[src/rtl/anr_sig_pkg.sv]
package anr_sig_pkg;
  typedef enum logic [2:0] {
    CLS_ZERO,
    CLS_SUB,
    CLS_NORM,
    CLS_INF,
    CLS_NAN
  } fp_cls_e;

  typedef enum logic {
    OP_ADDSUB = 1'b0,
    OP_MULDIV = 1'b1
  } sig_op_e;
endpackage

[src/rtl/anr_sig_fields.sv]
module anr_sig_fields
  import anr_sig_pkg::*;
#(
  parameter int EXP_W = 8,
  parameter int MAN_W = 23,
  parameter int SW    = EXP_W + 3
) (
  input  logic [EXP_W-1:0]    fld_i,
  input  logic [MAN_W-1:0]    man_i,
  output fp_cls_e             cls_o,
  output logic signed [SW-1:0] exp_o
);
  localparam int BIAS = (2 ** (EXP_W - 1)) - 1;
  localparam logic signed [SW-1:0] BIAS_S = SW'(BIAS);
  localparam logic signed [SW-1:0] SUB_E  = SW'(1 - BIAS);

  logic fld_zero, fld_ones, man_zero;
  assign fld_zero = (fld_i == '0);
  assign fld_ones = (fld_i == '1);
  assign man_zero = (man_i == '0);

  always_comb begin
    if (fld_ones)      cls_o = man_zero ? CLS_INF : CLS_NAN;
    else if (fld_zero) cls_o = man_zero ? CLS_ZERO : CLS_SUB;
    else               cls_o = CLS_NORM;
  end

  // subnormals sit at the smallest normal exponent
  assign exp_o = fld_zero ? SUB_E : ($signed({{(SW-EXP_W){1'b0}}, fld_i}) - BIAS_S);
endmodule

[src/rtl/anr_sig_prec.sv]
module anr_sig_prec #(
  parameter int MAN_W = 23,
  parameter int PW    = $clog2(MAN_W + 1)
) (
  input  logic [MAN_W-1:0] man_i,
  output logic [PW-1:0]    prec_o
);
  localparam logic [PW-1:0] PMAX = PW'(MAN_W - 1);

  logic [PW-1:0] mark_pos;
  logic          found;

  always_comb begin
    mark_pos = '0;
    found    = 1'b0;
    for (int i = 0; i < MAN_W; i++) begin
      if (!found && man_i[i]) begin
        mark_pos = PW'(i);
        found    = 1'b1;
      end
    end
    prec_o = found ? (PMAX - mark_pos) : '0;
  end
endmodule

[src/rtl/anr_sig_rule.sv]
module anr_sig_rule
  import anr_sig_pkg::*;
#(
  parameter int MAN_W = 23,
  parameter int SW    = 11,
  parameter int PW    = 5
) (
  input  sig_op_e             op_i,
  input  logic signed [SW-1:0] exp_a_i,
  input  logic signed [SW-1:0] exp_b_i,
  input  logic signed [SW-1:0] exp_r_i,
  input  logic [PW-1:0]        prec_a_i,
  input  logic [PW-1:0]        prec_b_i,
  output logic signed [SW-1:0] r_o,
  output logic signed [SW-1:0] floor_o
);
  localparam logic signed [SW-1:0] PMAX_S = SW'(MAN_W - 1);

  logic signed [SW-1:0] pa, pb, fa, fb, r_raw;

  assign pa = $signed({{(SW-PW){1'b0}}, prec_a_i});
  assign pb = $signed({{(SW-PW){1'b0}}, prec_b_i});
  // weight of the lowest significant bit of each operand
  assign fa = exp_a_i - pa;
  assign fb = exp_b_i - pb;
  assign floor_o = (fa > fb) ? fa : fb;

  always_comb begin
    if (op_i == OP_ADDSUB) r_raw = exp_r_i - floor_o;
    else                   r_raw = (pa < pb) ? pa : pb;
    r_o = (r_raw > PMAX_S) ? PMAX_S : r_raw;
  end
endmodule

[src/rtl/anr_sig_encode.sv]
module anr_sig_encode
  import anr_sig_pkg::*;
#(
  parameter int EXP_W = 8,
  parameter int MAN_W = 23,
  parameter int SW    = EXP_W + 3,
  parameter int W     = 1 + EXP_W + MAN_W
) (
  input  logic [W-1:0]         raw_i,
  input  sig_op_e              op_i,
  input  fp_cls_e              cls_a_i,
  input  fp_cls_e              cls_b_i,
  input  fp_cls_e              cls_r_i,
  input  logic signed [SW-1:0] r_i,
  input  logic signed [SW-1:0] floor_i,
  output logic [W-1:0]         res_o,
  output logic                 err_o,
  output logic                 pass_o
);
  localparam int BIAS = (2 ** (EXP_W - 1)) - 1;
  localparam logic signed [SW-1:0] BIAS_S = SW'(BIAS);
  localparam logic signed [SW-1:0] EMIN_S = SW'(1 - BIAS);
  localparam logic signed [SW-1:0] PMAX_S = SW'(MAN_W - 1);
  localparam logic signed [SW-1:0] ONE_S  = SW'(1);

  logic                 spec_a, spec_b, raw_spec, cancel;
  logic signed [SW-1:0] can_e, can_fld, shamt;
  logic [MAN_W-1:0]     keep_mask, mark;

  assign spec_a   = (cls_a_i == CLS_ZERO) || (cls_a_i == CLS_INF) || (cls_a_i == CLS_NAN);
  assign spec_b   = (cls_b_i == CLS_ZERO) || (cls_b_i == CLS_INF) || (cls_b_i == CLS_NAN);
  assign raw_spec = (cls_r_i == CLS_INF) || (cls_r_i == CLS_NAN);
  assign cancel   = (op_i == OP_ADDSUB) && !spec_a && !spec_b && (cls_r_i == CLS_ZERO);
  assign pass_o   = spec_a || spec_b || raw_spec || ((cls_r_i == CLS_ZERO) && !cancel);

  assign can_e   = floor_i - ONE_S;
  assign can_fld = can_e + BIAS_S;
  assign shamt   = PMAX_S - r_i;
  assign keep_mask = {MAN_W{1'b1}} << (shamt + ONE_S);
  assign mark      = {{(MAN_W-1){1'b0}}, 1'b1} << shamt;

  always_comb begin
    res_o = raw_i;
    err_o = 1'b0;
    if (pass_o) begin
      res_o = raw_i;
    end else if (cancel) begin
      err_o = 1'b1;
      if (can_e < EMIN_S) res_o = {raw_i[W-1], {(W-1){1'b0}}};
      else                res_o = {raw_i[W-1], can_fld[EXP_W-1:0], {MAN_W{1'b0}}};
    end else if (r_i <= 0) begin
      err_o = 1'b1;
      res_o = {raw_i[W-1:MAN_W], {MAN_W{1'b0}}};
    end else begin
      res_o = {raw_i[W-1:MAN_W], (raw_i[MAN_W-1:0] & keep_mask) | mark};
    end
  end
endmodule

[src/rtl/anr_sig_unit.sv]
module anr_sig_unit
  import anr_sig_pkg::*;
#(
  parameter int EXP_W = 8,
  parameter int MAN_W = 23
) (
  input  logic                     clk_i,
  input  logic                     rst_ni,
  input  logic                     valid_i,
  output logic                     ready_o,
  input  logic                     op_i,
  input  logic [EXP_W+MAN_W:0]     a_i,
  input  logic [EXP_W+MAN_W:0]     b_i,
  input  logic [EXP_W+MAN_W:0]     raw_i,
  output logic                     valid_o,
  input  logic                     res_ready_i,
  output logic [EXP_W+MAN_W:0]     res_o,
  output logic                     err_o
);
  localparam int W  = 1 + EXP_W + MAN_W;
  localparam int SW = EXP_W + 3;
  localparam int PW = $clog2(MAN_W + 1);
  localparam int NW = 3;  // a, b, raw
  localparam logic signed [SW-1:0] PMAX_S = SW'(MAN_W - 1);

  sig_op_e              op;
  logic [W-1:0]         words [NW];
  fp_cls_e              cls   [NW];
  logic signed [SW-1:0] expv  [NW];
  logic [PW-1:0]        prec  [2];
  logic signed [SW-1:0] rule_r, rule_floor;
  logic [W-1:0]         enc_res;
  logic                 enc_err, enc_pass, accept;
  logic                 unused_sign;

  assign op       = sig_op_e'(op_i);
  assign words[0] = a_i;
  assign words[1] = b_i;
  assign words[2] = raw_i;
  assign unused_sign = a_i[W-1] ^ b_i[W-1];

  for (genvar g = 0; g < NW; g++) begin : g_fields
    anr_sig_fields #(.EXP_W(EXP_W), .MAN_W(MAN_W), .SW(SW)) u_fields (
      .fld_i (words[g][W-2:MAN_W]),
      .man_i (words[g][MAN_W-1:0]),
      .cls_o (cls[g]),
      .exp_o (expv[g])
    );
  end

  for (genvar g = 0; g < 2; g++) begin : g_prec
    anr_sig_prec #(.MAN_W(MAN_W), .PW(PW)) u_prec (
      .man_i  (words[g][MAN_W-1:0]),
      .prec_o (prec[g])
    );
  end

  anr_sig_rule #(.MAN_W(MAN_W), .SW(SW), .PW(PW)) u_rule (
    .op_i     (op),
    .exp_a_i  (expv[0]),
    .exp_b_i  (expv[1]),
    .exp_r_i  (expv[2]),
    .prec_a_i (prec[0]),
    .prec_b_i (prec[1]),
    .r_o      (rule_r),
    .floor_o  (rule_floor)
  );

  anr_sig_encode #(.EXP_W(EXP_W), .MAN_W(MAN_W), .SW(SW), .W(W)) u_enc (
    .raw_i   (raw_i),
    .op_i    (op),
    .cls_a_i (cls[0]),
    .cls_b_i (cls[1]),
    .cls_r_i (cls[2]),
    .r_i     (rule_r),
    .floor_i (rule_floor),
    .res_o   (enc_res),
    .err_o   (enc_err),
    .pass_o  (enc_pass)
  );

  // single-entry hold register
  assign ready_o = !valid_o;
  assign accept  = valid_i && ready_o;

  always_ff @(posedge clk_i or negedge rst_ni) begin
    if (!rst_ni) begin
      valid_o <= 1'b0;
      res_o   <= '0;
      err_o   <= 1'b0;
    end else if (accept) begin
      valid_o <= 1'b1;
      res_o   <= enc_res;
      err_o   <= enc_err;
    end else if (res_ready_i) begin
      valid_o <= 1'b0;
    end
  end

  logic [MAN_W-1:0] enc_man, lsb_iso, mark_ref;
  assign enc_man  = enc_res[MAN_W-1:0];
  assign lsb_iso  = enc_man & (~enc_man + 1'b1);
  assign mark_ref = {{(MAN_W-1){1'b0}}, 1'b1} << (PMAX_S - rule_r);

  assert_accept_R9: assert property (@(posedge clk_i) disable iff (!rst_ni)
    accept |=> valid_o);
  assert_hold_R9: assert property (@(posedge clk_i) disable iff (!rst_ni)
    (valid_o && !res_ready_i) |=> (valid_o && $stable(res_o) && $stable(err_o)));
  assert_err_mant_R4: assert property (@(posedge clk_i) disable iff (!rst_ni)
    (valid_o && err_o) |-> (res_o[MAN_W-1:0] == '0));
  assert_pass_R6: assert property (@(posedge clk_i) disable iff (!rst_ni)
    (accept && enc_pass) |=> (res_o == $past(raw_i) && !err_o));
  assert_mark_pos_R1: assert property (@(posedge clk_i) disable iff (!rst_ni)
    (accept && !enc_pass && !enc_err) |-> (lsb_iso == mark_ref));
endmodule

[config.mk]
export PLATFORM = sky130hd
export DESIGN_NAME = anr_sig_unit
export DESIGN_NICKNAME = d
export VERILOG_FILES = /design/src/rtl/anr_sig_pkg.sv /design/src/rtl/anr_sig_fields.sv /design/src/rtl/anr_sig_prec.sv /design/src/rtl/anr_sig_rule.sv /design/src/rtl/anr_sig_encode.sv /design/src/rtl/anr_sig_unit.sv
export SDC_FILE = /design/constraint.sdc
export NUM_CORES = 1
export LEC_CHECK = 0
export BUFFER_PORTS_ARGS = -buffer_cell sky130_fd_sc_hd__buf_2
export CORE_ASPECT_RATIO = 2
export CORE_MARGIN = 2
export CORE_UTILIZATION = 40
export CTS_CLUSTER_DIAMETER = 50
export DETAILED_ROUTE_END_ITERATION = 7
export GPL_TIMING_DRIVEN = 0
export SLEW_MARGIN = 10
export SYNTH_ARGS = -nofsm -noshare
export SYNTH_HDL_FRONTEND = slang
export SYNTH_SLANG_ARGS = --single-unit
[constraint.sdc]
create_clock -name clk_i -period 1.4 [get_ports clk_i]
set_input_delay 0.28 -clock clk_i [delete_from_list [all_inputs] [get_ports clk_i]]
set_output_delay 0.28 -clock clk_i [all_outputs]
set_load 0.01 [all_outputs]
Word-level counts from Yosys, hierarchy flattened
Index checks and enable logic that the tools add are counted.
Widths: inputs -> output; s select.
{"block": "totals", "inputBits": 101, "word_cells": 269, "regBits": 34, "out_inout_bits": 35}
{"block": "classes", "magnitude_cmp": 5, "n_shift": 2, "mux": 120, "n_bitwise": 3, "n_addsub": 12, "n_reduce_logical": 115, "n_eq_ne": 9}
{"op": "$mux 31", "count": 3}
{"op": "$mux 5", "count": 17}
{"op": "$logic_not 23->1", "count": 3}
{"op": "$mux 11", "count": 6}
{"op": "$mux 4", "count": 16}
{"op": "$mux 1", "count": 56}
{"op": "$mux 3", "count": 17}
{"op": "$logic_and 1x1->1", "count": 49}
{"op": "$logic_not 1->1", "count": 48}
{"op": "$sub 8x7->9 const B", "count": 3}
{"op": "$eq 8x8->1 const B", "count": 3}
{"op": "$logic_not 8->1", "count": 3}
{"op": "$and 23x23->23", "count": 1}
{"op": "$mux 23", "count": 1}
{"op": "$or 23x23->23", "count": 1}
{"op": "$shl 1x11->23 const A", "count": 1}
{"op": "$shl 23x11->23 const A", "count": 1}
{"op": "$sub 11x6->11", "count": 2}
{"op": "$add 11x2->11 const B", "count": 1}
{"op": "$gt 11x11->1", "count": 1}
{"op": "$gt 11x6->1 const B", "count": 1}
{"op": "$le 11x1->1 const B", "count": 1}
{"op": "$lt 11x8->1 const B", "count": 1}
{"op": "$sub 11x11->11", "count": 1}
{"op": "12 further kinds", "count": 29}

Depth between registers and ports, before layout
Gate-level depths: netlist of the first run.
{"block": "depth", "word_depth": 84, "ltp_mapped": 45, "mapped_depth_nobuf": 43}

Cells and area by module
A second synthesis of the first run with hierarchy kept.
{"block": "hier_totals", "hier_cells": 968, "area_unflattened_um2": 7347.0}
{"module": "anr_sig_rule", "n_inst": 1, "seq_area_each_um2": 0.0, "cells_each": 343, "area_each_um2": 2342.2}
{"module": "anr_sig_encode", "n_inst": 1, "seq_area_each_um2": 0.0, "cells_each": 315, "area_each_um2": 1991.9}
{"module": "anr_sig_unit", "n_inst": 1, "seq_area_each_um2": 850.8, "cells_each": 74, "area_each_um2": 1393.8}
{"module": "anr_sig_fields", "n_inst": 3, "seq_area_each_um2": 0.0, "cells_each": 40, "area_each_um2": 270.3}
{"module": "anr_sig_prec", "n_inst": 2, "seq_area_each_um2": 0.0, "cells_each": 58, "area_each_um2": 404.1}

Least setup slack after synthesis of the first run
OpenSTA, ideal clock, no wires.
{"block": "synth_path", "path_type": "input to register", "start": "input a_i[1]", "end": "register res_o[0]", "slack_ns": -8.306, "arrival_time_ns": 9.620, "path_buffers": 1, "required_ns": 1.313, "setup_time_ns": 0.087, "path_stages": 43, "cell_sequence": "nor4_2 -> nand2_1 -> or4_1 -> o2bb2ai_1 -> nor2_1 -> xnor2_1 -> ha_1 -> o21a_1 -> o31a_1 -> nor4_1 -> o21ai_0 -> nand2b_1 -> ha_1 -> nand2b_1 -> a211o_1 -> nor3_1 -> or3_1 -> a32o_2 -> [7 not listed] -> or4_1 -> nand3_1 -> nand2_1 -> nor2_1 -> nand2_1 -> o211ai_2 -> o21bai_1 -> buf_1 -> inv_2 -> ha_1 -> nand4_1 -> a311o_1 -> o211ai_4 -> nand3_4 -> or3_4 -> or3_4 -> o311a_1 -> a211oi_2"}
{"block": "synth_between", "elab_chain_len": 82, "word_cells_on_any_way": 127, "classes_between": "5 x add/sub; 4 x order compare; 2 x eq/ne; 2 x shift; 56 x mux; 2 x bitwise; 56 x reduce/logical"}
{"item": "from (decl)", "line_no": "anr_sig_unit.sv:12", "source": "input logic [EXP_W+MAN_W:0] a_i,"}
{"item": "$logic_and 1x1->1", "line_no": "anr_sig_prec.sv:17", "source": "if (!found && man_i[i]) begin"}
{"item": "$mux 1", "line_no": "anr_sig_prec.sv:17"}
{"item": "$logic_not 1->1", "line_no": "anr_sig_prec.sv:17"}
{"item": "$logic_and 1x1->1", "line_no": "anr_sig_prec.sv:17"}
{"item": "$mux 1", "line_no": "anr_sig_prec.sv:17"}
{"item": "$logic_not 1->1", "line_no": "anr_sig_prec.sv:17"}
{"item": "$logic_and 1x1->1", "line_no": "anr_sig_prec.sv:17"}
{"item": "$mux 1", "line_no": "anr_sig_prec.sv:17"}
{"item": "[66 not listed]"}
{"item": "$sub 6x11->11", "line_no": "anr_sig_encode.sv:38", "source": "assign shamt = PMAX_S - r_i;"}
{"item": "$add 11x2->11", "line_no": "anr_sig_encode.sv:39", "source": "assign keep_mask = {MAN_W{1'b1}} << (shamt + ONE_S);"}
{"item": "$shl 23x11->23", "line_no": "anr_sig_encode.sv:39"}
{"item": "$and 23x23->23", "line_no": "anr_sig_encode.sv:55", "source": "res_o = {raw_i[W-1:MAN_W], (raw_i[MAN_W-1:0] & keep_mask) | mark};"}
{"item": "$or 23x23->23", "line_no": "anr_sig_encode.sv:55"}
{"item": "$mux 23", "line_no": "anr_sig_encode.sv:51", "source": "end else if (r_i <= 0) begin"}
{"item": "$mux 31", "line_no": "anr_sig_encode.sv:47", "source": "end else if (cancel) begin"}
{"item": "$mux 31 *", "line_no": "anr_sig_encode.sv:45", "source": "if (pass_o) begin"}
{"item": "to (signal assigned)", "line_no": "anr_sig_unit.sv:93", "source": "res_o <= enc_res;"}
{"item": "to (decl)", "line_no": "anr_sig_unit.sv:17", "source": "output logic [EXP_W+MAN_W:0] res_o,"}
Mark *: on every way between the ends. The rest lies on a longest branch, timed or not.
A chain may end at the register's enable or synchronous reset.

Worst setup path after layout of the first run
{"block": "layout_path", "start": "input a_i[8]", "end": "register res_o[0]"}
{"block": "layout_between", "elab_chain_len": 61, "word_cells_on_any_way": 99, "classes_between": "5 x add/sub; 4 x order compare; 2 x eq/ne; 2 x shift; 42 x mux; 2 x bitwise; 42 x reduce/logical"}
{"item": "$logic_and 1x1->1", "line_no": "anr_sig_prec.sv:17"}
{"item": "$mux 1", "line_no": "anr_sig_prec.sv:17"}
{"item": "$logic_not 1->1", "line_no": "anr_sig_prec.sv:17"}
{"item": "$logic_and 1x1->1", "line_no": "anr_sig_prec.sv:17"}
{"item": "$mux 1", "line_no": "anr_sig_prec.sv:17"}
{"item": "$logic_not 1->1", "line_no": "anr_sig_prec.sv:17"}
{"item": "$logic_and 1x1->1", "line_no": "anr_sig_prec.sv:17"}
{"item": "$mux 1", "line_no": "anr_sig_prec.sv:17"}
{"item": "[45 not listed]"}
{"item": "$sub 6x11->11", "line_no": "anr_sig_encode.sv:38"}
{"item": "$add 11x2->11", "line_no": "anr_sig_encode.sv:39"}
{"item": "$shl 23x11->23", "line_no": "anr_sig_encode.sv:39"}
{"item": "$and 23x23->23", "line_no": "anr_sig_encode.sv:55"}
{"item": "$or 23x23->23", "line_no": "anr_sig_encode.sv:55"}
{"item": "$mux 23", "line_no": "anr_sig_encode.sv:51"}
{"item": "$mux 31", "line_no": "anr_sig_encode.sv:47"}
{"item": "$mux 31 *", "line_no": "anr_sig_encode.sv:45"}
Marks and branches as above.

==> results.py, run 1 <==
metrics = {
    "die": {
        "std_cell_rows": 63,
        "initial_core_util": 0.408,
        "die_h_um": 177,
        "die_x_um": 90.7,
        "dieArea_um2": 16100,
        "coreArea_um2": 14700,
        "design.portCount": 136,
    },
    "placement": {
        "gp_congestion": 0.989,
        "hpwl_mm": 18.3,
        "pre_cts_ws_ns": -9.34,
        "place_area_um2": 7180,
        "io_buffers": 132,
    },
    "setup_path": {
        "r2r_cells": 7,
        "arrival_ns": 9.36,
        "cp-end-kind": "flop",
        "crit_family": "compound AO/OA/AOI/OAI gates",
        "max_stage_delay_ns": 0.47,
        "cp_num_buf_inv": 21,
        "cp.depth": 50,
        "cp-start-kind": "input port",
        "cpMaxStageDelayCell": "o32a_2",
        "crit_required_ns": 1.61,
        "cpMostUsedCell": "buf_4",
        "path_max_fanout": 6,
        "worstSetupPathType": "in -> reg",
    },
    "synth": {
        "synth_compound_area_frac": 0.298,
        "seq_area_frac_synth": 0.141,
        "netlist_instances": 826,
        "synth.area.mux_share": 0.0121,
        "synth_top_family_by_area": "simple AND/OR/NAND/NOR gates",
        "synth_fp_nets": 977,
        "synthAdderAreaFrac": 0.109,
        "synth-edff-count": 0,
        "synthArstFlopShare": 1.00,
        "synth_simple_gate_area_frac": 0.338,
        "synth_ff_type": "dfrtp_1",
        "synth_warnings": 0,
        "synth-xor-area-share": 0.0640,
        "synth_area_per_cell_um2": 7.29,
        "synth_area_um2": 6020,
        "synthDistinctLibCells": 99,
        "synth-seq-cells": 34,
    },
    "timing": {
        "fin_crit_sh": 6.54,
        "finalSetupViolCount": 32,
        "fmax_ghz": 0.109,
        "relSlewSlack": 0.309,
        "finalClockSkew_ns": 0.00198,
        "tightest_slew_ns": 1.04,
        "finalHoldViolations": 0,
        "maxSlewViolCount": 0,
        "timing.final.ws_setup_ns": -7.75,
        "rsz0062_at_grt": "yes",
        "period_needed_ns": 9.15,
        "fin_tns_setup_ns": -220.20,
    },
    "global_routing": {
        "grt_max_degree": 35,
        "grt_use_total": 0.293,
        "grt_overflow": 0,
        "antenna_found_initial": 0,
        "grt_pass1_wl_mm": 37.4,
        "grt_pass1_vias": 7613,
    },
    "clock_network": {
        "cts_buffers": 5,
        "clock-sinks": 34,
        "cts_buffer_depth": 2,
        "cts_tree": "done",
        "insertion_delay_ns": 0.29,
        "hold_buffers": 0,
        "clockRootBuffer": "clkbuf_16",
        "clk_pin_slew_ns": 0.06,
        "cts_htree_levels": 2,
    },
    "route": {
        "routed_wl_mm": 24.7,
        "drc_errors": 0,
        "vias": 7641,
        "avgViaCountPerCell": 5.99,
        "first_iter_violations": 286,
        "first_pass_iters": 5,
        "detail_route.wl_per_cell_um": 19.3,
        "ant_nets": 0,
    },
    "hold_path": {
        "hp-class": "in -> async",
    },
    "job": {
        "drv_cap": 0,
    },
    "outcome": {
        "violations": "setup timing",
        "status": "finished with violations",
    },
    "power_and_ir_drop": {
        "leakage_nw": 4.03,
        "peakVddDrop_mv": 0.832,
        "powerDensity_nw_per_um2": 1700,
    },
    "layout": {
        "final_area_um2": 9220,
        "antenna_cells": 0,
        "fillerInstances": 1361,
        "nNetsFinal": 1230,
        "syn2layout_area_growth_pct": 53.2,
        "drive_gt1_frac": 0.425,
    },
}
==> per-layer routing <==
layer / global-route usage / part of all wire / wire length (um) / vias to the layer above
li1: - / - / - / 3614
met1: 0.246 / 0.30 / 7500 / 3537
met2: 0.585 / 0.55 / 13600 / 335
met3: 0.0306 / 0.043 / 1050 / 155
met4: 0.263 / 0.10 / 2500 / 0
met5: 0 / 0 / 0 / -
==> worst paths after layout <==
path | start | to | slack, ns
min in group clk_i | res_ready_i | valid_o$_DFFE_PN0P_ | 0.18
max in group asynchronous | rst_ni | res_o[17]$_DFFE_PN0P_ | 0.82
setup reg to reg | valid_o$_DFFE_PN0P_ | res_o[10]$_DFFE_PN0P_ | -0.51
setup / recovery | a_i[8] | res_o[0]$_DFFE_PN0P_ | -7.75
hold / removal | rst_ni | res_o[30]$_DFFE_PN0P_ | 0.07
hold reg to reg | res_o[31]$_DFFE_PN0P_ | res_o[31]$_DFFE_PN0P_ | 0.48
==> cell type report <==
type                            instances  area, um^2  area share
Buffer                                 15        85.1     0.00923
Clock buffer                            6         139      0.0151
Clock inverter                          2        12.5     0.00136
Inverter                               39         154      0.0167
Multi-Input combinational cell        734        6060       0.657
Sequential cell                        34         851      0.0923
Tap cell                              195         244      0.0265
Timing Repair Buffer                  250        1680       0.182
==> cell families (layout without fill, tap and decap cells) <==
logic type | count (synthesis) | count (layout)
and+or+nand+nor | 383 | 383
adders and majority gates | 51 | 51
muxes | 7 | 7
xor gates and xnor gates | 41 | 41
AOI/OAI and AO/OA | 252 | 252
buffers and inverters | 58 | 312
DFF | 34 | 34
==> stage by stage <==
stage / power, mW / hold WS (ns) / utilization / cells
floorplan: 7.47 / -0.0156 / - / 826
global placement: 9.90 / 0.403 / 0.487 / 1153
detailed placement: 9.91 / 0.402 / 0.487 / 1153
CTS: 13.9 / 0.0919 / 0.589 / 1245
global route: 16.6 / 0.128 / 0.626 / 1275
finish: 15.7 / 0.0683 / 0.626 / 1275
==> placed cells by master, fill, tap and decap left out, drive strengths merged, types with 4 or more instances in the layout <==
| master | count |
|---|---|
| and2 | 10 |
| and3 | 10 |
| dfrtp | 34 |
| xnor2 | 28 |
| a21o | 19 |
| xor2 | 13 |
| buf | 253 |
| o21ai | 51 |
| a221oi | 10 |
| o21a | 12 |
| nor3b | 5 |
| o211ai | 10 |
| or2 | 16 |
| nor2 | 80 |
| ha | 47 |
| nor4b | 4 |
| o31ai | 10 |
| o21bai | 5 |
| mux2i | 5 |
| a211oi | 13 |
| a2bb2oi | 4 |
| nand3b | 4 |
| nor3 | 28 |
| nand2b | 15 |
| or3 | 11 |
| inv | 38 |
| nand4 | 13 |
| a31oi | 12 |
| clkbuf | 18 |
| or4 | 6 |
| nor2b | 14 |
| nand3 | 45 |
| o31a | 5 |
| nand2 | 92 |
| a21oi | 53 |
| nor4 | 25 |
| o311a | 4 |
| o22ai | 4 |
==> cell usage after synthesis (7+ instances only) <==
| cell type | number | share of area |
|---|---|---|
| clkbuf_1 | 17 | 0.011 |
| and3_1 | 10 | 0.010 |
| a21oi_1 | 52 | 0.043 |
| a221oi_1 | 10 | 0.015 |
| nor2b_1 | 14 | 0.015 |
| o31ai_1 | 10 | 0.012 |
| nand3_1 | 44 | 0.037 |
| nand2b_1 | 15 | 0.016 |
| nor4_1 | 19 | 0.020 |
| o21a_1 | 12 | 0.015 |
| inv_1 | 35 | 0.022 |
| xor2_1 | 12 | 0.017 |
| and2_1 | 10 | 0.010 |
| o211ai_1 | 7 | 0.0087 |
| xnor2_1 | 27 | 0.039 |
| dfrtp_1 | 34 | 0.14 |
| nor2_1 | 78 | 0.049 |
| o21ai_0 | 49 | 0.041 |
| nor3_1 | 25 | 0.021 |
| ha_1 | 47 | 0.098 |
| or3_1 | 9 | 0.0094 |
| nand2_1 | 92 | 0.057 |
| or2_2 | 12 | 0.012 |
| a31oi_1 | 11 | 0.011 |
| a21o_1 | 19 | 0.024 |
| a211oi_1 | 11 | 0.014 |
| nand4_1 | 11 | 0.011 |
==> power by group <==
part	switching [mW]	leakage, nW	internal (mW)	total (mW)
clock network	0.470	0.0729	0.705	1.18
registers	0.174	0.424	1.33	1.50
logic	7.12	3.53	5.86	13.0
total	7.77	4.03	7.89	15.7
==> flip-flops by register name (all words and copies together), names as in the netlist <==
name     count
err_o        1
res_o       32
valid_o      1
==> what timing repair did <==
item / CTS / global route
setup buffers: 90 / 32
pin swaps: 68 / 61
gates resized for setup: 140 / 67
gates cloned: 0 / 1
setup endpoints to repair: 34 / 34
Power figures use the tool's default switching activity.
==> run 2: changes to the inputs <==
- PLACE_DENSITY_LB_ADDON: unset -> 0.12
==> run 2 against run 1 <==
Net effect:
- the flow still finishes with violations (setup timing)
- highest routed layer unchanged
- via count barely moved
- critical path depth fell by 7
- critical endpoint is now res_o[5]$_DFFE_PN0P_
- final cell count fell by 1.1%
- core utilization barely moved
- cell area barely moved
==> results.py, run 2 (same netlist as run 1, synthesis figures left out) <==
metrics = {
    "global_routing": {
        "grt_pass1_wl_mm": 37.1,
        "antenna_found_initial": 0,
        "grt_overflow": 0,
        "grt_max_degree": 35,
        "grt_pass1_vias": 7654,
        "grt_use_total": 0.290,
    },
    "die": {
        "die_x_um": 90.7,
        "coreArea_um2": 14700,
        "std_cell_rows": 63,
        "die_h_um": 177,
        "design.portCount": 136,
        "initial_core_util": 0.408,
        "dieArea_um2": 16100,
    },
    "clock_network": {
        "cts_htree_levels": 2,
        "clock-sinks": 34,
        "clockRootBuffer": "clkbuf_16",
        "clk_pin_slew_ns": 0.05,
        "cts_buffer_depth": 2,
        "cts_tree": "done",
        "insertion_delay_ns": 0.29,
        "hold_buffers": 0,
        "cts_buffers": 5,
    },
    "timing": {
        "rsz0062_at_grt": "yes",
        "finalHoldViolations": 0,
        "holdWs_ns": 0.0736,
        "fin_crit_sh": 6.42,
        "period_needed_ns": 8.99,
        "maxSlewViolCount": 0,
        "timing.final.ws_setup_ns": -7.59,
        "tightest_slew_ns": 0.956,
        "fmax_ghz": 0.111,
        "relSlewSlack": 0.354,
        "finalClockSkew_ns": 0.00412,
        "finalSetupViolCount": 32,
    },
    "power_and_ir_drop": {
        "peakVddDrop_mv": 1.12,
        "swShare": 0.498,
        "comb_power_share": 0.826,
        "clockPowerShare": 0.081,
        "powerDensity_nw_per_um2": 1750,
        "leakage_nw": 4.02,
        "net-switching-power_mw": 8.02,
        "finalPower_mw": 16.1,
        "p_int_mw": 8.08,
        "sequentialPowerShare": 0.093,
    },
    "layout": {
        "seq_area_um2": 851,
        "layout_commonest_cell": "buf_2",
        "final_cells": 1261,
        "nNetsFinal": 1217,
        "fillerInstances": 1344,
        "multi_input_area_um2": 6150,
        "largest_register": "res_o",
        "drive_gt1_frac": 0.428,
        "antenna_cells": 0,
        "final_area_um2": 9220,
        "final_cell_mix": "125 x buf_2, 94 x buf_4, 82 x nand2_1",
        "syn2layout_area_growth_pct": 53.2,
        "largest_reg_flops": 32,
        "largestRegisters": "res_o x32, err_o x1, valid_o x1",
    },
    "setup_path": {
        "path_max_fanout": 6,
        "cp-start-kind": "input port",
        "cp-end-kind": "flop",
        "r2r_cells": 5,
        "arrival_ns": 9.18,
        "crit_required_ns": 1.59,
        "cpMostUsedCell": "ha_4",
        "max_stage_delay_ns": 0.59,
        "cpMaxStageDelayCell": "or4_1",
        "worstSetupPathType": "in -> reg",
    },
    "outcome": {
        "status": "finished with violations",
        "violations": "setup timing",
    },
    "placement": {
        "place_inst": 1153,
        "gp_congestion": 1.00,
        "pre_cts_ws_ns": -9.40,
        "hpwl_mm": 18.5,
        "io_buffers": 132,
        "place_area_um2": 7180,
    },
    "hold_path": {
        "hp-class": "in -> async",
    },
    "route": {
        "first_iter_violations": 305,
        "routed_wl_mm": 24.6,
        "ant_nets": 0,
        "avgViaCountPerCell": 6.06,
        "first_pass_iters": 5,
        "vias": 7644,
        "detail_route.wl_per_cell_um": 19.5,
        "drc_errors": 0,
    },
    "job": {
        "drv_cap": 0,
    },
}
[run 2: changes by cell type in the layout (fill, tap and decap cells not counted), sizes merged]
cell / change
buf: -13
clkinv: -1
bufinv: +1
clkinvlp: -1
[run 2: cell type report]
cell class,count,share of cell area
Multi-Input combinational cell,734,0.667
Inverter,39,0.0167
Timing Repair Buffer,237,0.169
Buffer,15,0.0100
Clock buffer,6,0.0151
Sequential cell,34,0.0923
Tap cell,195,0.0265
Clock inverter,1,0.00326
[run 2: layer usage]
layer / share of wire / track usage / vias up / routed length, um
li1: - / - / 3599 / -
met1: 0.32 / 0.249 / 3617 / 7820
met2: 0.56 / 0.598 / 308 / 13800
met3: 0.036 / 0.0183 / 120 / 875
met4: 0.086 / 0.226 / 0 / 2110
met5: 0 / 0 / - / 0
[run 2: timing repair]
| item | in CTS | in global routing |
|---|---|---|
| cloned | 0 | 0 |
| endpoints found under the setup margin | 34 | 34 |
| setup buffers | 75 | 34 |
| resized for setup | 149 | 76 |
| pin swaps | 80 | 61 |
[run 2: stage by stage]
step	util	TNS, ns
final	0.625	-217.36
after global routing	0.625	-228.70
after CTS	0.584	-214.85
after detailed placement	0.487	-269.39
after global placement	0.487	-266.14
after floorplan	-	-208.22
[run 2: worst paths after layout]
kind | startpoint | end | slack (ns)
setup / recovery | b_i[17] | res_o[5]$_DFFE_PN0P_ | -7.59
hold / removal | rst_ni | res_o[12]$_DFFE_PN0P_ | 0.07
setup reg to reg | valid_o$_DFFE_PN0P_ | res_o[18]$_DFFE_PN0P_ | -0.60
hold reg to reg | res_o[31]$_DFFE_PN0P_ | res_o[31]$_DFFE_PN0P_ | 0.47
max in group asynchronous | rst_ni | res_o[31]$_DFFE_PN0P_ | 0.80
min in group clk_i | res_ready_i | valid_o$_DFFE_PN0P_ | 0.17
[run 2: power groups by stage]
stage	clock network [mW]	logic, mW	registers [mW]
after floorplan	0	5.80	1.67
after global placement	0	8.48	1.52
after detailed placement	0	8.47	1.52
after CTS	1.32	11.8	1.50
after global routing	1.35	14.1	1.54
final	1.30	13.3	1.50
[run 2: critical path, delay by kind of cell]
kind / cells / cell delay (ns)
compound gates: 17 / 3.53
xor+xnor: 1 / 0.18
fa+ha+maj: 5 / 1.32
buf+inv: 6 / 0.73
mux: 1 / 0.30
simple gates: 13 / 2.81
==> run 3: changes to the inputs <==
- REMOVE_ABC_BUFFERS: unset -> 1
- SLEW_MARGIN: 10 -> 30
==> run 3 against run 2 <==
Net effect:
- the run still ends with setup timing left
- core utilization fell by 2.1 points
- register-to-register slack got worse by 0.09 ns
- critical path depth rose by 1
- cell area fell by 3.3%
- via count fell by 2.6%
- fmax rose by 1.1%
- setup slack improved by 0.10 ns
- highest routed layer unchanged
==> results.py, run 3 (same netlist as run 1, synthesis figures left out) <==
metrics = {
    "die": {
        "dieArea_um2": 16100,
        "die_x_um": 90.7,
        "die_h_um": 177,
        "coreArea_um2": 14700,
        "std_cell_rows": 63,
        "initial_core_util": 0.408,
        "design.portCount": 136,
    },
    "layout": {
        "layout_commonest_cell": "buf_2",
        "antenna_cells": 0,
        "syn2layout_area_growth_pct": 48.1,
        "largest_reg_flops": 32,
        "multi_input_area_um2": 6020,
        "largestRegisters": "res_o x32, err_o x1, valid_o x1",
        "largest_register": "res_o",
        "nNetsFinal": 1194,
        "seq_area_um2": 851,
        "utilization": 0.605,
        "final_area_um2": 8920,
        "fillerInstances": 1387,
        "drive_gt1_frac": 0.413,
        "final_cell_mix": "125 x buf_2, 85 x nand2_1, 80 x buf_4",
    },
    "timing": {
        "relSlewSlack": 0.399,
        "finalSetupViolCount": 32,
        "fin_tns_setup_ns": -216.68,
        "holdWs_ns": 0.0658,
        "rsz0062_at_grt": "yes",
        "finalHoldViolations": 0,
        "period_needed_ns": 8.89,
        "tightest_slew_ns": 0.901,
        "finalClockSkew_ns": 0.00435,
        "fmax_ghz": 0.113,
        "fin_crit_sh": 6.35,
        "maxSlewViolCount": 0,
        "timing.final.ws_setup_ns": -7.49,
    },
    "power_and_ir_drop": {
        "swShare": 0.502,
        "peakVddDrop_mv": 0.980,
        "clockPowerShare": 0.075,
        "leakage_nw": 3.88,
        "comb_power_share": 0.829,
        "finalPower_mw": 15.6,
        "net-switching-power_mw": 7.82,
        "powerDensity_nw_per_um2": 1750,
        "sequentialPowerShare": 0.096,
        "p_int_mw": 7.74,
    },
    "setup_path": {
        "cpMaxStageDelayCell": "or4_4",
        "max_stage_delay_ns": 0.50,
        "cp-start-kind": "input port",
        "worstSetupPathType": "in -> reg",
        "path_max_fanout": 5,
        "crit_required_ns": 1.61,
        "arrival_ns": 9.09,
        "cp-end-kind": "flop",
    },
    "outcome": {
        "violations": "setup timing",
        "status": "finished with violations",
    },
    "route": {
        "routed_wl_mm": 23.3,
        "avgViaCountPerCell": 6.01,
        "first_pass_iters": 7,
        "drc_errors": 0,
        "first_iter_violations": 413,
        "ant_nets": 0,
        "vias": 7446,
        "detail_route.wl_per_cell_um": 18.8,
    },
    "clock_network": {
        "cts_tree": "done",
        "clk_pin_slew_ns": 0.06,
        "cts_buffers": 5,
        "cts_buffer_depth": 2,
        "insertion_delay_ns": 0.29,
        "clockRootBuffer": "clkbuf_16",
        "cts_htree_levels": 2,
        "hold_buffers": 0,
        "clock-sinks": 34,
    },
    "placement": {
        "place_area_um2": 6880,
        "io_buffers": 133,
        "gp_congestion": 0.983,
        "hpwl_mm": 17.4,
    },
    "global_routing": {
        "grt_max_degree": 45,
        "grt_overflow": 0,
        "antenna_found_initial": 0,
        "grt_pass1_vias": 7383,
        "grt_pass1_wl_mm": 35.7,
        "grt_use_total": 0.277,
    },
    "job": {
        "drv_cap": 0,
    },
    "hold_path": {
        "hp-class": "in -> async",
    },
}
[run 3: layout make-up]
type	instances	area share
clock buffers	6	0.0156
clock inverters	2	0.00140
inverters	39	0.0167
multi-input cells	734	0.675
flip-flops and latches	34	0.0954
well taps	195	0.0274
repair buffers	229	0.169
[run 3: final timing paths]
kind,start,endpoint,slack [ns],cells after the start
min,rst_ni,valid_o$_DFFE_PN0P_,0.07,1
max reg2reg,valid_o$_DFFE_PN0P_,res_o[18]$_DFFE_PN0P_,-0.69,5
max in group asynchronous,rst_ni,res_o[3]$_DFFE_PN0P_,0.81,1
min in group clk_i,res_ready_i,valid_o$_DFFE_PN0P_,0.16,2
min reg2reg,res_o[31]$_DFFE_PN0P_,res_o[31]$_DFFE_PN0P_,0.47,2
max,a_i[1],res_o[0]$_DFFE_PN0P_,-7.49,44
[run 3: what timing repair did]
action,CTS,global route
pin swaps,79,52
buffers inserted,70,29
setup endpoints to repair,33,32
gates resized for setup,157,92
[run 3: per-layer routing]
metal,track usage,vias to the layer above,routed length [um]
li1,-,3545,-
met1,0.238,3521,7400
met2,0.575,288,13500
met3,0.0280,92,843
met4,0.190,0,1570
met5,0,-,0
[run 3: power by group through the flow]
stage          clock (mW)  sequential, mW  combinational (mW)
6_report             1.17            1.49                12.9
3_5_place_dp            0            1.52                7.96
4_1_cts              1.17            1.50                10.9
2_1_floorplan           0            1.67                5.38
5_1_grt              1.23            1.54                13.6
3_3_place_gp            0            1.50                7.96
[run 3: per-stage QoR]
stage                     worst slack (ns)  instances
final                                -7.49       1239
after global routing                 -7.82       1239
after CTS                            -7.62       1212
after detailed placement            -11.29       1135
after global placement              -11.31       1135
after floorplan                      -8.65        807
[run 3: critical path, delay by kind of cell]
family / cells / cell delay [ns]
muxes: 1 / 0.27
buffers and inverters: 4 / 0.36
AOI/OAI and AO/OA: 15 / 2.78
xor gates and xnor gates: 1 / 0.16
adders and majority gates: 5 / 1.28
and+or+nand+nor: 18 / 3.95
